===== config.mk =====
export PLATFORM = sky130hd
export DESIGN_NAME = sec_rtc
export DESIGN_NICKNAME = d
export VERILOG_FILES = /design/src/rtl/sec_rtc_pkg.sv /design/src/rtl/sec_rtc_decode.sv /design/src/rtl/sec_rtc_prescaler.sv /design/src/rtl/sec_rtc_timebase.sv /design/src/rtl/sec_rtc_status.sv /design/src/rtl/sec_rtc.sv
export SDC_FILE = /design/constraint.sdc
export NUM_CORES = 1
export LEC_CHECK = 0
export ABC_AREA = 1
export BUFFER_PORTS_ARGS = -buffer_cell sky130_fd_sc_hd__clkbuf_2
export CAP_MARGIN = 20
export CORE_ASPECT_RATIO = 0.6
export CORE_MARGIN = 1
export CORE_UTILIZATION = 65
export CTS_BUF_LIST = sky130_fd_sc_hd__clkbuf_8 sky130_fd_sc_hd__clkbuf_16
export DETAILED_ROUTE_END_ITERATION = 16
export PLACE_DENSITY = 0.86
export SYNTH_ARGS = -nofsm -noshare
export SYNTH_HDL_FRONTEND = slang
export SYNTH_SLANG_ARGS = --single-unit

===== constraint.sdc =====
create_clock -name clk -period 7.81 [get_ports clk]
set_input_delay 0.3905 -clock clk [delete_from_list [all_inputs] [get_ports clk]]
set_output_delay 0.3905 -clock clk [all_outputs]
set_load 0.005 [all_outputs]

===== src/rtl/sec_rtc_pkg.sv =====
package sec_rtc_pkg;

    typedef enum logic [2:0] {
        SEL_NONE,
        SEL_ALARM,
        SEL_COUNT,
        SEL_DIVTRIM,
        SEL_STATUS
    } reg_sel_e;

    // status register bit positions (software decodes these)
    localparam int ST_AL_FLAG = 0;
    localparam int ST_HZ_FLAG = 1;
    localparam int ST_AL_EN   = 2;
    localparam int ST_HZ_EN   = 3;
    localparam int ST_BITS    = 4;

endpackage


===== src/rtl/sec_rtc_decode.sv =====
module sec_rtc_decode
    import sec_rtc_pkg::*;
#(
    parameter int LAYOUT = 0,
    parameter int ADDR_W = 5
) (
    input  logic [ADDR_W-1:0] addr_i,
    output reg_sel_e          sel_o
);

    logic [ADDR_W-1:0] off_alarm;
    logic [ADDR_W-1:0] off_count;
    logic [ADDR_W-1:0] off_divtrim;
    logic [ADDR_W-1:0] off_status;

    generate
        if (LAYOUT == 0) begin : g_map_a
            assign off_alarm   = ADDR_W'(8'h00);
            assign off_count   = ADDR_W'(8'h04);
            assign off_divtrim = ADDR_W'(8'h08);
            assign off_status  = ADDR_W'(8'h10);
        end else begin : g_map_b
            assign off_count   = ADDR_W'(8'h00);
            assign off_alarm   = ADDR_W'(8'h04);
            assign off_status  = ADDR_W'(8'h08);
            assign off_divtrim = ADDR_W'(8'h0C);
        end
    endgenerate

    always_comb begin
        sel_o = SEL_NONE;
        if (addr_i == off_alarm) begin
            sel_o = SEL_ALARM;
        end else if (addr_i == off_count) begin
            sel_o = SEL_COUNT;
        end else if (addr_i == off_divtrim) begin
            sel_o = SEL_DIVTRIM;
        end else if (addr_i == off_status) begin
            sel_o = SEL_STATUS;
        end
    end

endmodule


===== src/rtl/sec_rtc_prescaler.sv =====
module sec_rtc_prescaler #(
    parameter int DIV_W      = 16,
    parameter int TRIM_W     = 10,
    parameter int TRIM_EVERY = 1024
) (
    input  logic              clk,
    input  logic              rst_n,
    input  logic [DIV_W-1:0]  div_i,
    input  logic [TRIM_W-1:0] trim_i,
    input  logic              restart_i,
    output logic              tick_o
);

    localparam int PH_W  = DIV_W + 1;
    localparam int GRP_W = (TRIM_EVERY > 2) ? $clog2(TRIM_EVERY) : 1;

    typedef struct packed {
        logic [PH_W-1:0]  phase;
        logic [GRP_W-1:0] grp;
    } pre_state_t;

    pre_state_t st_d, st_q;
    logic [PH_W-1:0] limit;
    logic            running;
    logic            long_period;
    logic            tick;

    always_comb begin
        running     = (div_i != '0);
        long_period = (st_q.grp == GRP_W'(TRIM_EVERY - 1));
        limit       = {1'b0, div_i} + (long_period ? PH_W'(trim_i) : '0);
        tick        = 1'b0;
        st_d        = st_q;
        if (restart_i || !running) begin
            st_d.phase = '0;
            st_d.grp   = '0;
        end else if (st_q.phase >= limit) begin
            tick       = 1'b1;
            st_d.phase = '0;
            st_d.grp   = long_period ? '0 : st_q.grp + 1'b1;
        end else begin
            st_d.phase = st_q.phase + 1'b1;
        end
    end

    always_ff @(posedge clk or negedge rst_n) begin
        if (!rst_n) begin
            st_q <= '0;
        end else begin
            st_q <= st_d;
        end
    end

    assign tick_o = tick;

    AST_TICK_SPACING: assert property (@(posedge clk) disable iff (!rst_n)
        tick_o |=> !tick_o);
    AST_RESTART_QUIET: assert property (@(posedge clk) disable iff (!rst_n)
        restart_i |=> !tick_o);
    AST_HELD_WHEN_ZERO: assert property (@(posedge clk) disable iff (!rst_n)
        (div_i == '0) && $past(div_i == '0) |-> !tick_o);

endmodule


===== src/rtl/sec_rtc_timebase.sv =====
module sec_rtc_timebase #(
    parameter int CNT_W = 32
) (
    input  logic             clk,
    input  logic             rst_n,
    input  logic             tick_i,
    input  logic             wr_cnt_i,
    input  logic             wr_alarm_i,
    input  logic [CNT_W-1:0] wdata_i,
    output logic [CNT_W-1:0] cnt_o,
    output logic [CNT_W-1:0] alarm_o,
    output logic             hit_o
);

    typedef struct packed {
        logic [CNT_W-1:0] cnt;
        logic [CNT_W-1:0] alarm;
    } tb_state_t;

    tb_state_t        st_d, st_q;
    logic [CNT_W-1:0] next_cnt;
    logic             hit;

    always_comb begin
        st_d     = st_q;
        next_cnt = st_q.cnt + 1'b1;
        hit      = 1'b0;
        if (wr_cnt_i) begin
            st_d.cnt = wdata_i;
        end else if (tick_i) begin
            st_d.cnt = next_cnt;
            hit      = (next_cnt == st_q.alarm);
        end
        if (wr_alarm_i) begin
            st_d.alarm = wdata_i;
        end
    end

    always_ff @(posedge clk or negedge rst_n) begin
        if (!rst_n) begin
            st_q <= '0;
        end else begin
            st_q <= st_d;
        end
    end

    assign cnt_o   = st_q.cnt;
    assign alarm_o = st_q.alarm;
    assign hit_o   = hit;

    AST_COUNT_STEP: assert property (@(posedge clk) disable iff (!rst_n)
        tick_i && !wr_cnt_i |=> cnt_o == $past(cnt_o) + 1'b1);
    AST_COUNT_HOLD: assert property (@(posedge clk) disable iff (!rst_n)
        !tick_i && !wr_cnt_i |=> $stable(cnt_o));
    AST_COUNT_LOAD: assert property (@(posedge clk) disable iff (!rst_n)
        wr_cnt_i |=> cnt_o == $past(wdata_i));
    AST_HIT_NEEDS_TICK: assert property (@(posedge clk) disable iff (!rst_n)
        hit_o |-> tick_i && !wr_cnt_i);

endmodule


===== src/rtl/sec_rtc_status.sv =====
module sec_rtc_status
    import sec_rtc_pkg::*;
(
    input  logic               clk,
    input  logic               rst_n,
    input  logic               wr_i,
    input  logic [ST_BITS-1:0] wdata_i,
    input  logic               set_hz_i,
    input  logic               set_al_i,
    output logic [ST_BITS-1:0] stat_o,
    output logic               irq_hz_o,
    output logic               irq_al_o
);

    typedef struct packed {
        logic hz_en;
        logic al_en;
        logic hz_flag;
        logic al_flag;
    } st_state_t;

    st_state_t st_d, st_q;
    logic      clr_hz, clr_al;
    logic      hz_flag, al_flag;

    always_comb begin
        st_d   = st_q;
        clr_hz = wr_i && wdata_i[ST_HZ_FLAG];
        clr_al = wr_i && wdata_i[ST_AL_FLAG];
        if (wr_i) begin
            st_d.hz_en = wdata_i[ST_HZ_EN];
            st_d.al_en = wdata_i[ST_AL_EN];
        end
        st_d.hz_flag = (st_q.hz_flag && !clr_hz) || set_hz_i;
        st_d.al_flag = (st_q.al_flag && !clr_al) || set_al_i;
    end

    always_ff @(posedge clk or negedge rst_n) begin
        if (!rst_n) begin
            st_q <= '0;
        end else begin
            st_q <= st_d;
        end
    end

    assign hz_flag  = st_q.hz_flag;
    assign al_flag  = st_q.al_flag;
    assign stat_o   = st_q;
    assign irq_hz_o = st_q.hz_flag && st_q.hz_en;
    assign irq_al_o = st_q.al_flag && st_q.al_en;

    AST_SET_WINS_HZ: assert property (@(posedge clk) disable iff (!rst_n)
        set_hz_i |=> hz_flag);
    AST_SET_WINS_AL: assert property (@(posedge clk) disable iff (!rst_n)
        set_al_i |=> al_flag);
    AST_FLAG_STICKY: assert property (@(posedge clk) disable iff (!rst_n)
        hz_flag && !(wr_i && wdata_i[ST_HZ_FLAG]) |=> hz_flag);
    AST_ALARM_SOURCE: assert property (@(posedge clk) disable iff (!rst_n)
        $rose(al_flag) |-> $past(set_al_i));

endmodule


===== src/rtl/sec_rtc.sv =====
module sec_rtc
    import sec_rtc_pkg::*;
#(
    parameter int LAYOUT     = 0,
    parameter int ADDR_W     = 5,
    parameter int DATA_W     = 32,
    parameter int DIV_W      = 16,
    parameter int TRIM_W     = 10,
    parameter int TRIM_EVERY = 1024
) (
    input  logic              clk,
    input  logic              rst_n,
    input  logic [ADDR_W-1:0] bus_addr,
    input  logic              bus_wr,
    input  logic [DATA_W-1:0] bus_wdata,
    output logic [DATA_W-1:0] bus_rdata,
    output logic              irq_second,
    output logic              irq_alarm
);

    localparam int DT_W  = DIV_W + TRIM_W;
    localparam int PAD_W = DATA_W - DT_W;

    typedef struct packed {
        logic [TRIM_W-1:0] trim;
        logic [DIV_W-1:0]  div;
    } divtrim_t;

    reg_sel_e           sel;
    divtrim_t           dt_d, dt_q;
    logic               wr_alarm, wr_cnt, wr_dt, wr_stat;
    logic               tick, hit;
    logic [DATA_W-1:0]  cnt, alarm;
    logic [ST_BITS-1:0] stat;

    sec_rtc_decode #(
        .LAYOUT (LAYOUT),
        .ADDR_W (ADDR_W)
    ) u_decode (
        .addr_i (bus_addr),
        .sel_o  (sel)
    );

    always_comb begin
        wr_alarm = bus_wr && (sel == SEL_ALARM);
        wr_cnt   = bus_wr && (sel == SEL_COUNT);
        wr_dt    = bus_wr && (sel == SEL_DIVTRIM);
        wr_stat  = bus_wr && (sel == SEL_STATUS);
        dt_d     = dt_q;
        if (wr_dt) begin
            dt_d = bus_wdata[DT_W-1:0];
        end
    end

    always_ff @(posedge clk or negedge rst_n) begin
        if (!rst_n) begin
            dt_q <= '0;
        end else begin
            dt_q <= dt_d;
        end
    end

    sec_rtc_prescaler #(
        .DIV_W      (DIV_W),
        .TRIM_W     (TRIM_W),
        .TRIM_EVERY (TRIM_EVERY)
    ) u_prescaler (
        .clk       (clk),
        .rst_n     (rst_n),
        .div_i     (dt_q.div),
        .trim_i    (dt_q.trim),
        .restart_i (wr_cnt),
        .tick_o    (tick)
    );

    sec_rtc_timebase #(
        .CNT_W (DATA_W)
    ) u_timebase (
        .clk        (clk),
        .rst_n      (rst_n),
        .tick_i     (tick),
        .wr_cnt_i   (wr_cnt),
        .wr_alarm_i (wr_alarm),
        .wdata_i    (bus_wdata),
        .cnt_o      (cnt),
        .alarm_o    (alarm),
        .hit_o      (hit)
    );

    sec_rtc_status u_status (
        .clk      (clk),
        .rst_n    (rst_n),
        .wr_i     (wr_stat),
        .wdata_i  (bus_wdata[ST_BITS-1:0]),
        .set_hz_i (tick),
        .set_al_i (hit),
        .stat_o   (stat),
        .irq_hz_o (irq_second),
        .irq_al_o (irq_alarm)
    );

    always_comb begin
        case (sel)
            SEL_ALARM:   bus_rdata = alarm;
            SEL_COUNT:   bus_rdata = cnt;
            SEL_DIVTRIM: bus_rdata = {{PAD_W{1'b0}}, dt_q};
            SEL_STATUS:  bus_rdata = {{(DATA_W-ST_BITS){1'b0}}, stat};
            default:     bus_rdata = '0;
        endcase
    end

    AST_DIVTRIM_HOLD: assert property (@(posedge clk) disable iff (!rst_n)
        !(bus_wr && sel == SEL_DIVTRIM) |=> $stable(dt_q));
    AST_IRQ_NEEDS_EVENT: assert property (@(posedge clk) disable iff (!rst_n)
        $rose(irq_second) |-> $past(tick) || $past(wr_stat));

endmodule


==> impl_metrics.csv <==
group,metric,value,unit
outcome,outcome,"completed",
critical_path,crit_type,"reg2reg",
synthesis,syn_nets,1315,
synthesis,synth_ff_type,"dfrtp_1",
cells_and_area,nFillCells,974,
cells_and_area,nets,1375,
placed_design,gp_congestion,1.07,
synthesis,synth.distinct_cells,40,
pwr,p_per_area,270,nW/um^2
global_route,grt_pass1_vias,8275,
critical_path,crit_buf_inv,4,
flow_run,max_cap_viol_count,0,
die,rows,31,
sta,fmax,160,MHz
critical_path,arrival,6510,ps
global_route,antenna_found_initial,0,
die,dieArea,13500,sq um
synthesis,synth-edff-count,0,
cells_and_area,ff_latch_area,3030,sq um
pwr,p_leak,4.80,nW
sta,rsz0062_at_grt,"no",
critical_path,slowest_stage,"nand2_1",
cts,cts_setup_buffers,0,
drt,routedWlPerCell,17.7,um
worst_hold_path,hold_path_class,"in2async",
die,coreArea,12400,sq um
cells_and_area,fin_area,9530,sq um
critical_path,critPathMaxFanout,31,
sta,final-hold-violation-count,0,
critical_path,end_kind,"flip-flop",
global_route,grt_max_degree,66,
sta,slew_headroom,0.252,
placed_design,placed_cells,1449,
cells_and_area,multiInputGateArea,4650,sq um
global_route,grt_pass1_wl,42600,um
critical_path,crit_top_cell,"nor2_1",
synthesis,ys_seq_area_frac,0.358,
die,die-height,90.4,um
placed_design,port_buffers,73,
sta,finalSetupTns,0,ps
sta,maxSlewViolCount,0,
placed_design,post_dp_cell_area,8930,sq um
critical_path,critPathTopFamily,"simple AND/OR/NAND/NOR gates",
drt,drtIter0Drc,1172,
cts,clock_sinks,121,
cts,insertion_delay,420,ps
drt,first_pass_iters,7,
cells_and_area,drive_gt1_frac,0.106,
cts,cts.repair.resized,0,
cells_and_area,fin_util,0.770,
sta,clock-skew-final,10.7,ps
cells_and_area,fin_cells,1481,
synthesis,synthesis.area,8470,sq um
cts,cts-root-buf,"clkbuf_16",
critical_path,r2r_setup_slack,1550,ps
synthesis,synth-async-reset-ratio,1.00,
placed_design,dp_worst_setup_slack,1710,ps
drt,vias,8972,
sta,min_period,6260,ps
placed_design,hpwl,18400,um
global_route,grt-ovfl-total,0,
sta,worst_pin_slew,1120,ps
cts,cts_tree,"done",
die,io_pins,74,
die,die_w,149,um
pwr,finalPower,2.57,mW
synthesis,ys_ff_latch,121,
sta,fin_crit_sh,0.802,
drt,via_per_inst,6.06,
critical_path,startpoint_type,"flip-flop",
cts,hold_buffers,0,
sta,holdWs,45.6,ps
cells_and_area,antennaDiodeCount,0,
drt,postRouteAntennaNets,0,
pwr,vdd_ir_drop_max,0.149,mV
cts,cts.path.max_buffers,2,
sta,setup_ws,1550,ps
global_route,grtUsageTotal,0.410,
synthesis,syn_avg_cell_area,6.81,sq um
critical_path,crit_required,8050,ps
cells_and_area,syn_to_final_growth,12.5,%
cts,htree_levels,4,
cts,cts_buffers,17,
drt,drcViolationCount,0,
die,initial_core_util,0.684,
drt,wirelength,26200,um
synthesis,yosys_warnings,0,
critical_path,slowest_delay,900,ps
synthesis,synthCells,1244,
cts,cts.clk_slew.worst_paths,60,ps
sta,setup_violations,0,
==> final cells by class <==
cell class,instances,area share
repair buffers,79,0.0447
flip-flops and latches,121,0.318
multi-input cells,914,0.488
well taps,165,0.0217
inverters,171,0.0674
clock inverters,14,0.0158
clock buffers,17,0.0447
==> synth_stat cells, types with 5 or more instances <==
| library cell | n | area share |
|---|---|---|
| buf_2 | 9 | 0.0053 |
| nand2_1 | 373 | 0.17 |
| buf_1 | 8 | 0.0035 |
| o221ai_1 | 21 | 0.022 |
| o21ai_0 | 115 | 0.068 |
| clkbuf_1 | 21 | 0.0093 |
| nand3_1 | 137 | 0.081 |
| dfrtp_1 | 121 | 0.36 |
| nor2_1 | 111 | 0.049 |
| o21ai_1 | 5 | 0.0030 |
| ha_1 | 30 | 0.044 |
| o22ai_1 | 6 | 0.0044 |
| nor2_4 | 6 | 0.0080 |
| xor2_1 | 17 | 0.018 |
| xnor2_1 | 9 | 0.0093 |
| nor4_1 | 5 | 0.0037 |
| a21oi_1 | 25 | 0.015 |
| inv_1 | 168 | 0.074 |
| nand4_1 | 16 | 0.012 |
==> registers in the layout, summed over array words and instances (netlist names) <==
| name | flops |
|---|---|
| u_prescaler.st_q | 27 |
| u_timebase.cnt_o | 32 |
| u_status.stat_o | 2 |
| u_timebase.alarm_o | 32 |
| u_status.hz_flag | 1 |
| u_status.al_flag | 1 |
| dt_q | 26 |
==> cells in the final DEF, fill, tap and decap left out, drive strengths merged <==
cell,n
nand2,380
inv,174
nand3,138
nor2,125
dfrtp,121
o21ai,120
clkbuf,89
ha,30
a21oi,25
o221ai,21
xor2,19
nand4,17
xnor2,9
buf,7
o22ai,6
clkinvlp,6
nor4,5
nor3,4
o2111ai,3
clkinv,3
o211ai,2
o21a,2
bufinv,2
a31oi,1
o41ai,1
a211o,1
nand3b,1
nor3b,1
xnor3,1
and3,1
fa,1
==> metal layers <==
metal | global-route usage | share of wire | vias to the layer above
met5 | 0 | 0 | -
met4 | 0.126 | 0.027 | 0
met3 | 0.130 | 0.14 | 75
met2 | 0.552 | 0.39 | 631
met1 | 0.617 | 0.44 | 4108
li1 | - | - | 4158
==> where the power goes <==
| part | leakage (nW) | switching (mW) | internal [mW] | total (mW) |
|---|---|---|---|---|
| registers | 1.58 | 0.197 | 0.776 | 0.973 |
| clock network | 0.264 | 0.312 | 0.469 | 0.782 |
| logic | 2.95 | 0.534 | 0.280 | 0.814 |
| total | 4.80 | 1.04 | 1.53 | 2.57 |
==> worst reg2reg max path, delay by kind of cell, from the launching register on <==
| kind | cells | cell delay, ps |
|---|---|---|
| AND/OR/NAND/NOR | 17 | 3180 |
| XOR/XNOR | 1 | 180 |
| AO/OA/AOI/OAI | 4 | 960 |
| buffers and inverters | 4 | 490 |
| flip-flops | 1 | 370 |
| adder cells (fa/ha/maj) | 4 | 910 |
==> worst paths after layout <==
check / start / to / cells after the start
worst max-delay path: u_prescaler.st_q[0] / u_timebase.cnt_o[27] / 30
worst min-delay path: rst_n / u_prescaler.st_q[22] / 1
min in group clk: bus_wdata[28] / u_timebase.alarm_o[28] / 3
worst min register to register: dt_q[21] / dt_q[21] / 2
max in group asynchronous: rst_n / u_status.hz_flag / 2
worst max register to register: u_prescaler.st_q[0] / u_timebase.cnt_o[27] / 30
==> cells by family after synthesis <==
| family | share of synthesized area |
|---|---|
| DFF | 0.358 |
| xor gates and xnor gates | 0.0334 |
| adders and majority gates | 0.0467 |
| buffers and inverters | 0.0940 |
| and+or+nand+nor | 0.347 |
| AOI/OAI and AO/OA | 0.121 |
Power figures use the tool's default switching activity.
